===== config.mk =====
export PLATFORM = sky130hd
export DESIGN_NAME = cmp_flag_unit
export DESIGN_NICKNAME = d
export VERILOG_FILES = /design/src/rtl/cmp_flag_unit.sv
export SDC_FILE = /design/constraint.sdc
export NUM_CORES = 1
export LEC_CHECK = 0
export BUFFER_PORTS_ARGS = -buffer_cell sky130_fd_sc_hd__buf_2
export CAP_MARGIN = 5
export CORE_ASPECT_RATIO = 0.7
export CORE_UTILIZATION = 35
export DETAILED_ROUTE_END_ITERATION = 12
export PLACE_DENSITY_LB_ADDON = 0.08
export SLEW_MARGIN = 20
export SYNTH_ARGS = -nofsm -noshare
export SYNTH_HDL_FRONTEND = slang
export SYNTH_SLANG_ARGS = --single-unit

===== constraint.sdc =====
create_clock -name clk -period 2.9 [get_ports clk]
set_clock_uncertainty 0.1 [all_clocks]
set_input_delay 0.58 -clock clk [delete_from_list [all_inputs] [get_ports clk]]
set_output_delay 0.58 -clock clk [all_outputs]
set_load 0.05 [all_outputs]

===== src/rtl/cmp_flag_unit.sv =====
module cmp_flag_unit #(
  parameter int W = 8
) (
  input  logic         clk,
  input  logic         rst,
  input  logic [W-1:0] op_a,
  input  logic [W-1:0] op_b,
  input  logic [W-1:0] imm,
  input  logic [1:0]   op_sel,
  input  logic         upd,
  input  logic [7:0]   sreg_in,
  output logic [7:0]   status_q
);
  localparam int MSB = W - 1;
  localparam logic [1:0] OP_CMP  = 2'b00;
  localparam logic [1:0] OP_CMPC = 2'b01;
  localparam logic [1:0] OP_CMPI = 2'b10;
  localparam logic [1:0] OP_TST  = 2'b11;

  logic         borrow_in;
  logic [W-1:0] subtrahend;
  logic [W-1:0] diff;
  logic         f_c, f_h, f_v, f_n, f_z;
  logic [5:0]   sub_flags, tst_flags, new_flags;

  assign borrow_in  = (op_sel == OP_CMPC) & sreg_in[0];
  assign subtrahend = (op_sel == OP_CMPI) ? imm : op_b;
  assign diff       = op_a - subtrahend - {{(W-1){1'b0}}, borrow_in};

  assign f_c = (~op_a[MSB] & subtrahend[MSB]) | (subtrahend[MSB] & diff[MSB]) | (diff[MSB] & ~op_a[MSB]);
  assign f_h = (~op_a[3] & subtrahend[3]) | (subtrahend[3] & diff[3]) | (diff[3] & ~op_a[3]);
  assign f_v = (op_a[MSB] & ~subtrahend[MSB] & ~diff[MSB]) | (~op_a[MSB] & subtrahend[MSB] & diff[MSB]);
  assign f_n = diff[MSB];
  assign f_z = (diff == '0) & ((op_sel != OP_CMPC) | sreg_in[1]);

  // order: H S V N Z C
  assign sub_flags = {f_h, f_n ^ f_v, f_v, f_n, f_z, f_c};
  assign tst_flags = {sreg_in[5], op_a[MSB], 1'b0, op_a[MSB], op_a == '0, sreg_in[0]};
  assign new_flags = (op_sel == OP_TST) ? tst_flags : sub_flags;

  always_ff @(posedge clk) begin
    if (rst)
      status_q <= 8'h00;
    else if (upd)
      status_q <= {sreg_in[7:6], new_flags};
  end
endmodule



### After elaboration in Yosys (flattened, before gate mapping)

Index checks and enable logic that the tools add are counted.

| operators by class | value |
|---|---|
| multipliers | 0 |
| magnitude comparators | 0 |
| add/subtract/negate cells | 2 |
| equality and inequality tests | 4 |
| shift operators | 0 |
| mux-type cells | 2 |
| bitwise logic cells | 22 |
| reductions and logical operators | 2 |
| div/mod/pow operators | 0 |

Operators by type and width:

| kind | number |
|---|---|
| 8-bit zero test | 2 |
| 1-bit AND | 11 |
| 8-bit two-way mux | 1 |
| 8-bit by 1-bit subtractor with 8-bit output | 1 |
| 8-bit subtractor | 1 |
| 6-bit two-way mux | 1 |
| 1-bit OR | 6 |
| 2-bit == test, second input constant | 2 |
| 1-bit NOT | 4 |
| 2-bit by 1-bit == test with 1-bit output, second input constant | 1 |
| 2-bit by 1-bit != test with 1-bit output, second input constant | 1 |
| 1-bit XOR | 1 |

| word-level totals | value |
|---|---|
| register bits | 8 |
| input port bits | 37 |
| memories | 0 |
| ROM bits | 0 |
| bits in writable memories | 0 |
| output and inout bits | 8 |
| bits in latches | 0 |

### Depth between registers and ports, before layout

Gate-level depths: netlist (run 1).

| depth | value |
|---|---|
| depth in word-level cells | 9 |
| depth in mapped cells | 12 |

### Worst setup path after synthesis (run 1)

No wires, ideal clock.

| timing path | value |
|---|---|
| kind | input to register |
| start | input op_sel[0] |
| end | register status_q[3] |
| data arrival time | 2.851 ns |
| slack | -0.173 ns |
| path buffers | 1 |
| cell stages on the path | 11 |
| library setup time | 0.122 ns |
| cell sequence | nand2b_1 -> buf_4 -> mux2_2 -> fa_1 -> inv_1 -> ha_1 -> and2_1 -> o21ai_2 -> a31oi_2 -> o211a_1 -> a311o_1 |

| on the way | value |
|---|---|
| longest elaborated chain between the ends | 8 |

Ends and longest elaborated chain:

| element | line | source |
|---|---|---|
| start, declared | 9 | `input logic [1:0] op_sel,` |
| 2-bit == test | 27 | `assign subtrahend = (op_sel == OP_CMPI) ? imm : op_b;` |
| 8-bit two-way mux | 27 |  |
| 8-bit subtractor | 28 | `assign diff = op_a - subtrahend - {{(W-1){1'b0}}, borrow_in};` |
| 8-bit by 1-bit subtractor with 8-bit output | 28 |  |
| 1-bit NOT | 32 | `assign f_v = (op_a[MSB] & ~subtrahend[MSB] & ~diff[MSB]) \| (~op_a[MSB] & subtrahend[MSB] & diff[MSB]);` |
| 1-bit AND | 32 |  |
| 1-bit OR | 32 |  |
| 6-bit two-way mux (*) | 39 | `assign new_flags = (op_sel == OP_TST) ? tst_flags : sub_flags;` |
| end signal, assigned | 45 | `status_q <= {sreg_in[7:6], new_flags};` |
| end, declared | 12 | `output logic [7:0] status_q` |

Mark *: on every way between the ends. The rest lies on a longest branch, timed or not.
A chain may end at the register's enable or synchronous reset.

### Worst setup path in the final report (run 1)

Same ends and word-level chain as after synthesis.

==> metrics.cfg, run 1 <==
[final_layout]
largest-register=status_q
antenna_cells=0
final_area_um2=1630
nFillCells=255
layout.nets=246
area_growth_pct=56.0
largest_register_ffs=8
fin_util_pct=57.8
reg_top3=status_q: 8 flops
stdcell_count=227
drive_gt1_share_pct=50.8

[sta]
maxSlewHeadroom_pct=73.7
min_period_ns=2.82
tightest_slew_ns=0.385
max_freq_ghz=0.355
finalMaxSlewViolations=0
worst_slack_ns=0.0846
hold_ws_ns=0.394
finalCritPeriodShare_pct=97.1
setup_viol=0
hold_viol=0
rsz0062_at_grt=false

[floorplan]
initial_core_util_pct=37.1
core_area_um2=2820
die_w_um=67.3
die_height_um=47.7
rows=16
ioPinCount=45
die-area_um2=3210

[logic_synthesis]
ys_seq_elements=8
avgSynthCellArea_um2=7.92
netlist_top_cells_area=ha_1, dfxtp_1, inv_1, mux2_2, nor2_1
ys_warn_count=0
synthCells=132
synth.distinct_cells=44
synth_top_cell_area_share_pct=16.7
synth_edf_count=0
ys.flop_type=dfxtp_1
syn_area_um2=1050
yosys.area.top_type=ha_1
synth_nets=185
async_flop_share_pct=0
yosysSeqAreaShare_pct=15.3

[drt]
drc=0
dr.pass1.iters=4
wl_per_cell_um=12.6
finalWirelength_mm=2.85
ant_nets=0
vias=1148
drt_first_iter_violations=50
via_per_inst=5.06

[setup_path]
reg2reg_from=status_q[1]
critPathCaptureType=register
r2r_cells=3
slowest_delay_ns=0.30
cp.required_ns=2.92
start_kind=primary input
crit_arrival_ns=2.84
timing.rr.end=status_q[1]
rrSetupSlack_ns=1.83
cpMaxStageDelayCell=mux2_4
crit_type=in2reg
cp-startpoint=op_sel[0]
cp_cell_sequence=buf_6 -> nand2b_4 -> buf_6 -> mux2_4 -> ha_4 -> inv_4 -> ha_4 -> and4_4 -> o21ai_4 -> and4_4 -> o211a_1 -> a311o_1
path_max_fanout=7
endpoint=status_q[3]

[run_status]
status=finished, final reports clean

[global_routing]
grt_usage_pct=18.8
grt_pass1_wl_mm=4.31
gr-total-overflow=0
grt_pass1_vias=950
antenna_found_initial=0
grt_max_degree=12

[min_path]
whs_path_depth=2
min_path_type=reg2reg

[clock_network]
worstSkewPairLatency_ns=0.23
clockRootBuffer=clkbuf_8
numCtsBuffers=3
cts_sinks=8
clk_pin_slew_ns=0.04
cts_tree=built
clk_path_buf_depth=2
h-tree-depth=1
ctsHoldBuffers=0

[power_and_ir_drop]
pwr_density_cell_nw_per_um2=398
leakage_nw=0.827
peakVddDrop_mv=0.173

[placed_design]
portBuffers=41
numPlacedInstances=221
place_area_um2=1510
globalplace.congestion=0.820
dp_slack_ns=-0.270
hpwl_mm=2.32

[run]
maxCapViolCount=0

## final cells by class
type                       instances  area (um2)  share of cell area [%]
clock buffer                       3        41.3                    2.53
timing repair buffer              60         362                    22.2
inverter                          23        88.8                    5.44
multi-input combinational         97         935                    57.3
tap                               36        45.0                    2.76
sequential                         8         160                    9.82
## worst min path at each step
stage	startpoint	endpoint	slack (ns)
CTS	status_q[6]	status_q[6]	0.40
global placement	status_q[2]	status_q[2]	0.37
floorplan	status_q[5]	status_q[5]	0.61
global route	status_q[7]	status_q[7]	0.42
finish	status_q[6]	status_q[6]	0.39
detailed placement	status_q[2]	status_q[2]	0.38
## per-layer routing
layer	part of all wire (%)	vias to the layer above	global-route usage, %	routed length (um)
li1	-	584	-	-
met1	49	531	25.4	1400
met2	45	28	30.4	1290
met3	4.3	5	4.29	123
met4	1.3	0	5.11	36
met5	0	-	0	0
## placed cells by master, fill, tap and decap left out, drive strengths merged, types with 5 or more instances in the layout
cell   synthesis  layout
buf            2      60
dfxtp          8       8
ha            14      14
inv           23      23
mux2           7       7
nand2          6       6
nor2          13      13
o21ai          5       5
xnor2          5       5
## worst max-delay path: cells and delay by family
kind / cells / cell delay (ns)
buffers and inverters: 3 / 0.26
adders and majority gates: 2 / 0.53
and+or+nand+nor: 3 / 0.62
AOI/OAI and AO/OA: 3 / 0.53
muxes: 1 / 0.30
## power by group
group / total, mW / internal, mW / switching [mW]
Clock: 0.140 / 0.0905 / 0.0499
Combinational: 0.385 / 0.190 / 0.195
Sequential: 0.124 / 0.120 / 0.00440
Total: 0.650 / 0.400 / 0.249
## stage by stage
stage	total power, mW	setup TNS [ns]
floorplan	0.375	-0.0897
global placement	0.474	-0.891
detailed placement	0.484	-1.22
CTS	0.626	0
global route	0.696	0
finish	0.650	0
## synth_stat cells, types with 2 or more instances
library cell  count
mux2_2            6
dfxtp_1           8
nand2_1           6
nand3_1           4
clkbuf_1          2
o21ai_0           4
a211oi_1          3
ha_1             14
xnor2_1           5
inv_1            23
nor2_1           13
or3_1             2
a21oi_1           4
nor3_1            4
mux2i_1           3
nor4_1            2
fa_1              2
## cells by family (layout without fill, tap and decap cells)
| kind of cell | after synthesis | count (layout) | share of synthesized area (%) |
|---|---|---|---|
| mux | 10 | 10 | 10.8 |
| xor+xnor | 6 | 6 | 5.02 |
| flops | 8 | 8 | 15.3 |
| simple gates | 39 | 39 | 18.8 |
| buf+inv | 27 | 86 | 10.8 |
| compound gates | 26 | 26 | 18.8 |
| fa+ha+maj | 16 | 16 | 20.6 |
## what timing repair did
item | in CTS | in global routing
pin swaps | 1 | 12
resized for setup | 0 | 13
endpoints found under the hold margin | 0 | 0
endpoints found under the setup margin | 2 | 5
buffers inserted | 1 | 2
gates cloned | 0 | 0
Note: power is estimated with default switching activity, not from simulation.
==> run 2, diff against run 1 <==
==> constraint.sdc (replaced) <==
create_clock -name clk -period 2.9 [get_ports clk]
set_clock_uncertainty 0.1 [all_clocks]
set_input_delay 0.29 -clock clk [delete_from_list [all_inputs] [get_ports clk]]
set_output_delay 0.29 -clock clk [all_outputs]
set_load 0.05 [all_outputs]
==> run 2 against run 1 <==
Effect of this change:
- highest routed layer is now met3
- critical endpoint is now status_q[2]
- largest cell class unchanged
- cell area shrank 14%
- the flow now finishes with violations (DRC)
- register-to-register slack is essentially flat
- via count shrank 4.2%
- power shrank 12%
- combinational power shrank 19%
- sequential share of layout area grew 1.6 points
- sequential power is essentially flat
- utilization shrank 8.2 points
- worst setup slack gained 0.092 ns
==> metrics.cfg, run 2 (synthesis results as in run 1) <==
[floorplan]
core_area_um2=2820  ; unchanged
initial_core_util_pct=37.1  ; unchanged
rows=16  ; unchanged
die_w_um=67.3  ; unchanged
die_height_um=47.7  ; unchanged
die-area_um2=3210  ; unchanged
ioPinCount=45  ; unchanged

[sta]
tightest_slew_ns=0.350  ; -0.0345 ns
rsz0062_at_grt=false
min_period_ns=2.72  ; -0.0919 ns
hold_viol=0  ; unchanged
setup_viol=0  ; unchanged
finalMaxSlewViolations=0  ; unchanged
max_freq_ghz=0.367  ; +3.4%
worst_slack_ns=0.177  ; +0.0919 ns
finalCritPeriodShare_pct=93.9  ; -3.2 points
maxSlewHeadroom_pct=76.0  ; +2.4 points

[global_routing]
antenna_found_initial=0  ; unchanged
grt_usage_pct=18.4  ; -0.38 points
grt_max_degree=12  ; unchanged
gr-total-overflow=0  ; unchanged
grt_pass1_wl_mm=4.31  ; unchanged
grt_pass1_vias=992  ; +4.4%

[placed_design]
place_area_um2=1360  ; -10%
numPlacedInstances=217  ; -1.8%
dp_slack_ns=-0.0385  ; +0.232 ns
hpwl_mm=2.37  ; +1.9%
portBuffers=41  ; unchanged
globalplace.congestion=0.775  ; -5.5%

[clock_network]
cts_sinks=8  ; unchanged
numCtsBuffers=3  ; unchanged
ctsHoldBuffers=0  ; unchanged
cts_setup_buffers=0  ; -1
clk_pin_slew_ns=0.04  ; about the same
h-tree-depth=1  ; unchanged
cts_resized=0  ; unchanged
cts_tree=built
worstSkewPairLatency_ns=0.23  ; about the same
clk_path_buf_depth=2  ; unchanged
clockRootBuffer=clkbuf_8

[final_layout]
multiInputGateArea_um2=773  ; -17%
final_cell_mix=buf_2, inv_1, ha_1
final_area_um2=1400  ; -14%
seq_area_um2=160  ; unchanged
drive_gt1_share_pct=37.5  ; -13 points
largest_register_ffs=8  ; unchanged
stdcell_count=220  ; -3.1%
largest-register=status_q
nFillCells=293  ; +15%
layout.nets=239  ; -2.8%
area_growth_pct=34.0
fin_util_pct=49.6  ; -8.2 points
reg_top3=status_q: 8 flops
layout_commonest_cell=buf_2
antenna_cells=0  ; unchanged

[drt]
via_per_inst=5.00  ; -1.1%
vias=1100  ; -4.2%
finalWirelength_mm=2.76  ; -3.3%
ant_nets=0  ; unchanged
dr.pass1.iters=11  ; +7
drc=2  ; +2
drt_first_iter_violations=32  ; -36%
wl_per_cell_um=12.5  ; -0.22%

[run_status]
failed_checks=DRC
status=finished, violations left

[setup_path]
reg2reg_from=status_q[1]
crit_arrival_ns=2.74  ; -0.10 ns
cp.required_ns=2.92  ; about the same
slowest_delay_ns=0.32  ; +0.02 ns
critPathCaptureType=register
cp_cell_sequence=buf_2 -> nand2b_1 -> buf_4 -> mux2_4 -> ha_1 -> inv_1 -> ha_1 -> and4_1 -> o21ai_2 -> a31oi_2 -> buf_4 -> a211oi_1 -> o41ai_1
r2r_cells=3  ; unchanged
start_kind=primary input
crit_type=in2reg
timing.rr.end=status_q[1]
path_max_fanout=5  ; -2
cpMaxStageDelayCell=o41ai_1
rrSetupSlack_ns=1.83  ; about the same

[min_path]
whs_path_depth=3  ; +1
min_path_type=in2reg
holdPathEnd=status_q[6]
worstHoldStart=sreg_in[6]

[power_and_ir_drop]
cellInternalPower_uw=351  ; -12%
leakage_nw=0.753  ; -9.0%
p_seq_share_pct=21.6  ; +2.5 points
combPwrFrac_pct=54.2  ; -5.1 points
switching_power_uw=222  ; -11%
peakVddDrop_mv=0.283  ; +63%
pwr_density_cell_nw_per_um2=409  ; +2.7%
pwr-share-clk_pct=24.2  ; +2.6 points
p_sw_share_pct=38.7  ; +0.33 points

[run]
maxCapViolCount=0  ; unchanged

run 2: cell types whose count changed in the layout (fill, tap and decap cells not counted), moves of 2 or more:
cell and change:
mux2_4 -4, fa_2 -2, inv_2 -3, inv_1 +4
mux2_2 +4, buf_4 -5, ha_1 +7, ha_4 -7
buf_6 -3, fa_1 +2
run 2: power groups by stage:
stage,combinational (mW),sequential [mW],clock [mW]
2_1_floorplan,0.179,0.159,0
3_3_place_gp,0.302,0.126,0
3_5_place_dp,0.310,0.126,0
4_1_cts,0.312,0.124,0.142
5_1_grt,0.345,0.125,0.148
6_report,0.311,0.124,0.139
run 2: area by class of cell:
type	count	share of cell area, %
Inverter	23	6.16
Tap cell	36	3.21
Sequential cell	8	11.4
Timing Repair Buffer	53	21.1
Clock buffer	3	2.95
Multi-Input combinational cell	97	55.2
run 2: worst max-delay path, delay by kind of cell:
| kind | cells | cell delay [ns] |
|---|---|---|
| buffers and inverters | 4 | 0.50 |
| adder cells (fa/ha/maj) | 2 | 0.57 |
| AO/OA/AOI/OAI | 4 | 0.71 |
| AND/OR/NAND/NOR | 2 | 0.36 |
| multiplexers | 1 | 0.31 |
run 2: through the flow:
step,power [mW],setup TNS (ns),hold WS (ns)
after floorplan,0.337,0,0.337
after global placement,0.428,-0.0384,0.374
after detailed placement,0.437,-0.0648,0.387
after CTS,0.578,0,0.200
after global routing,0.619,0,0.210
final,0.573,0,0.203
run 2: routing by layer:
metal	routed length, um	vias to the layer above	global-route usage (%)	part of all wire [%]
met5	0	-	0	0
met1	1390	505	25.1	51
met4	0	0	1.28	0
met3	93	0	4.29	3.4
li1	-	569	-	-
met2	1270	26	31.0	46
run 2: worst max-delay path by stage:
stage | from | endpoint | slack (ns) | cells past startpoint
floorplan | op_sel[0] | status_q[3] | 0.12 | 11
global placement | op_sel[0] | status_q[3] | -0.03 | 12
detailed placement | op_sel[0] | status_q[3] | -0.04 | 12
CTS | op_sel[0] | status_q[3] | 0.18 | 12
global route | op_sel[0] | status_q[3] | 0.05 | 12
finish | op_sel[0] | status_q[2] | 0.18 | 13
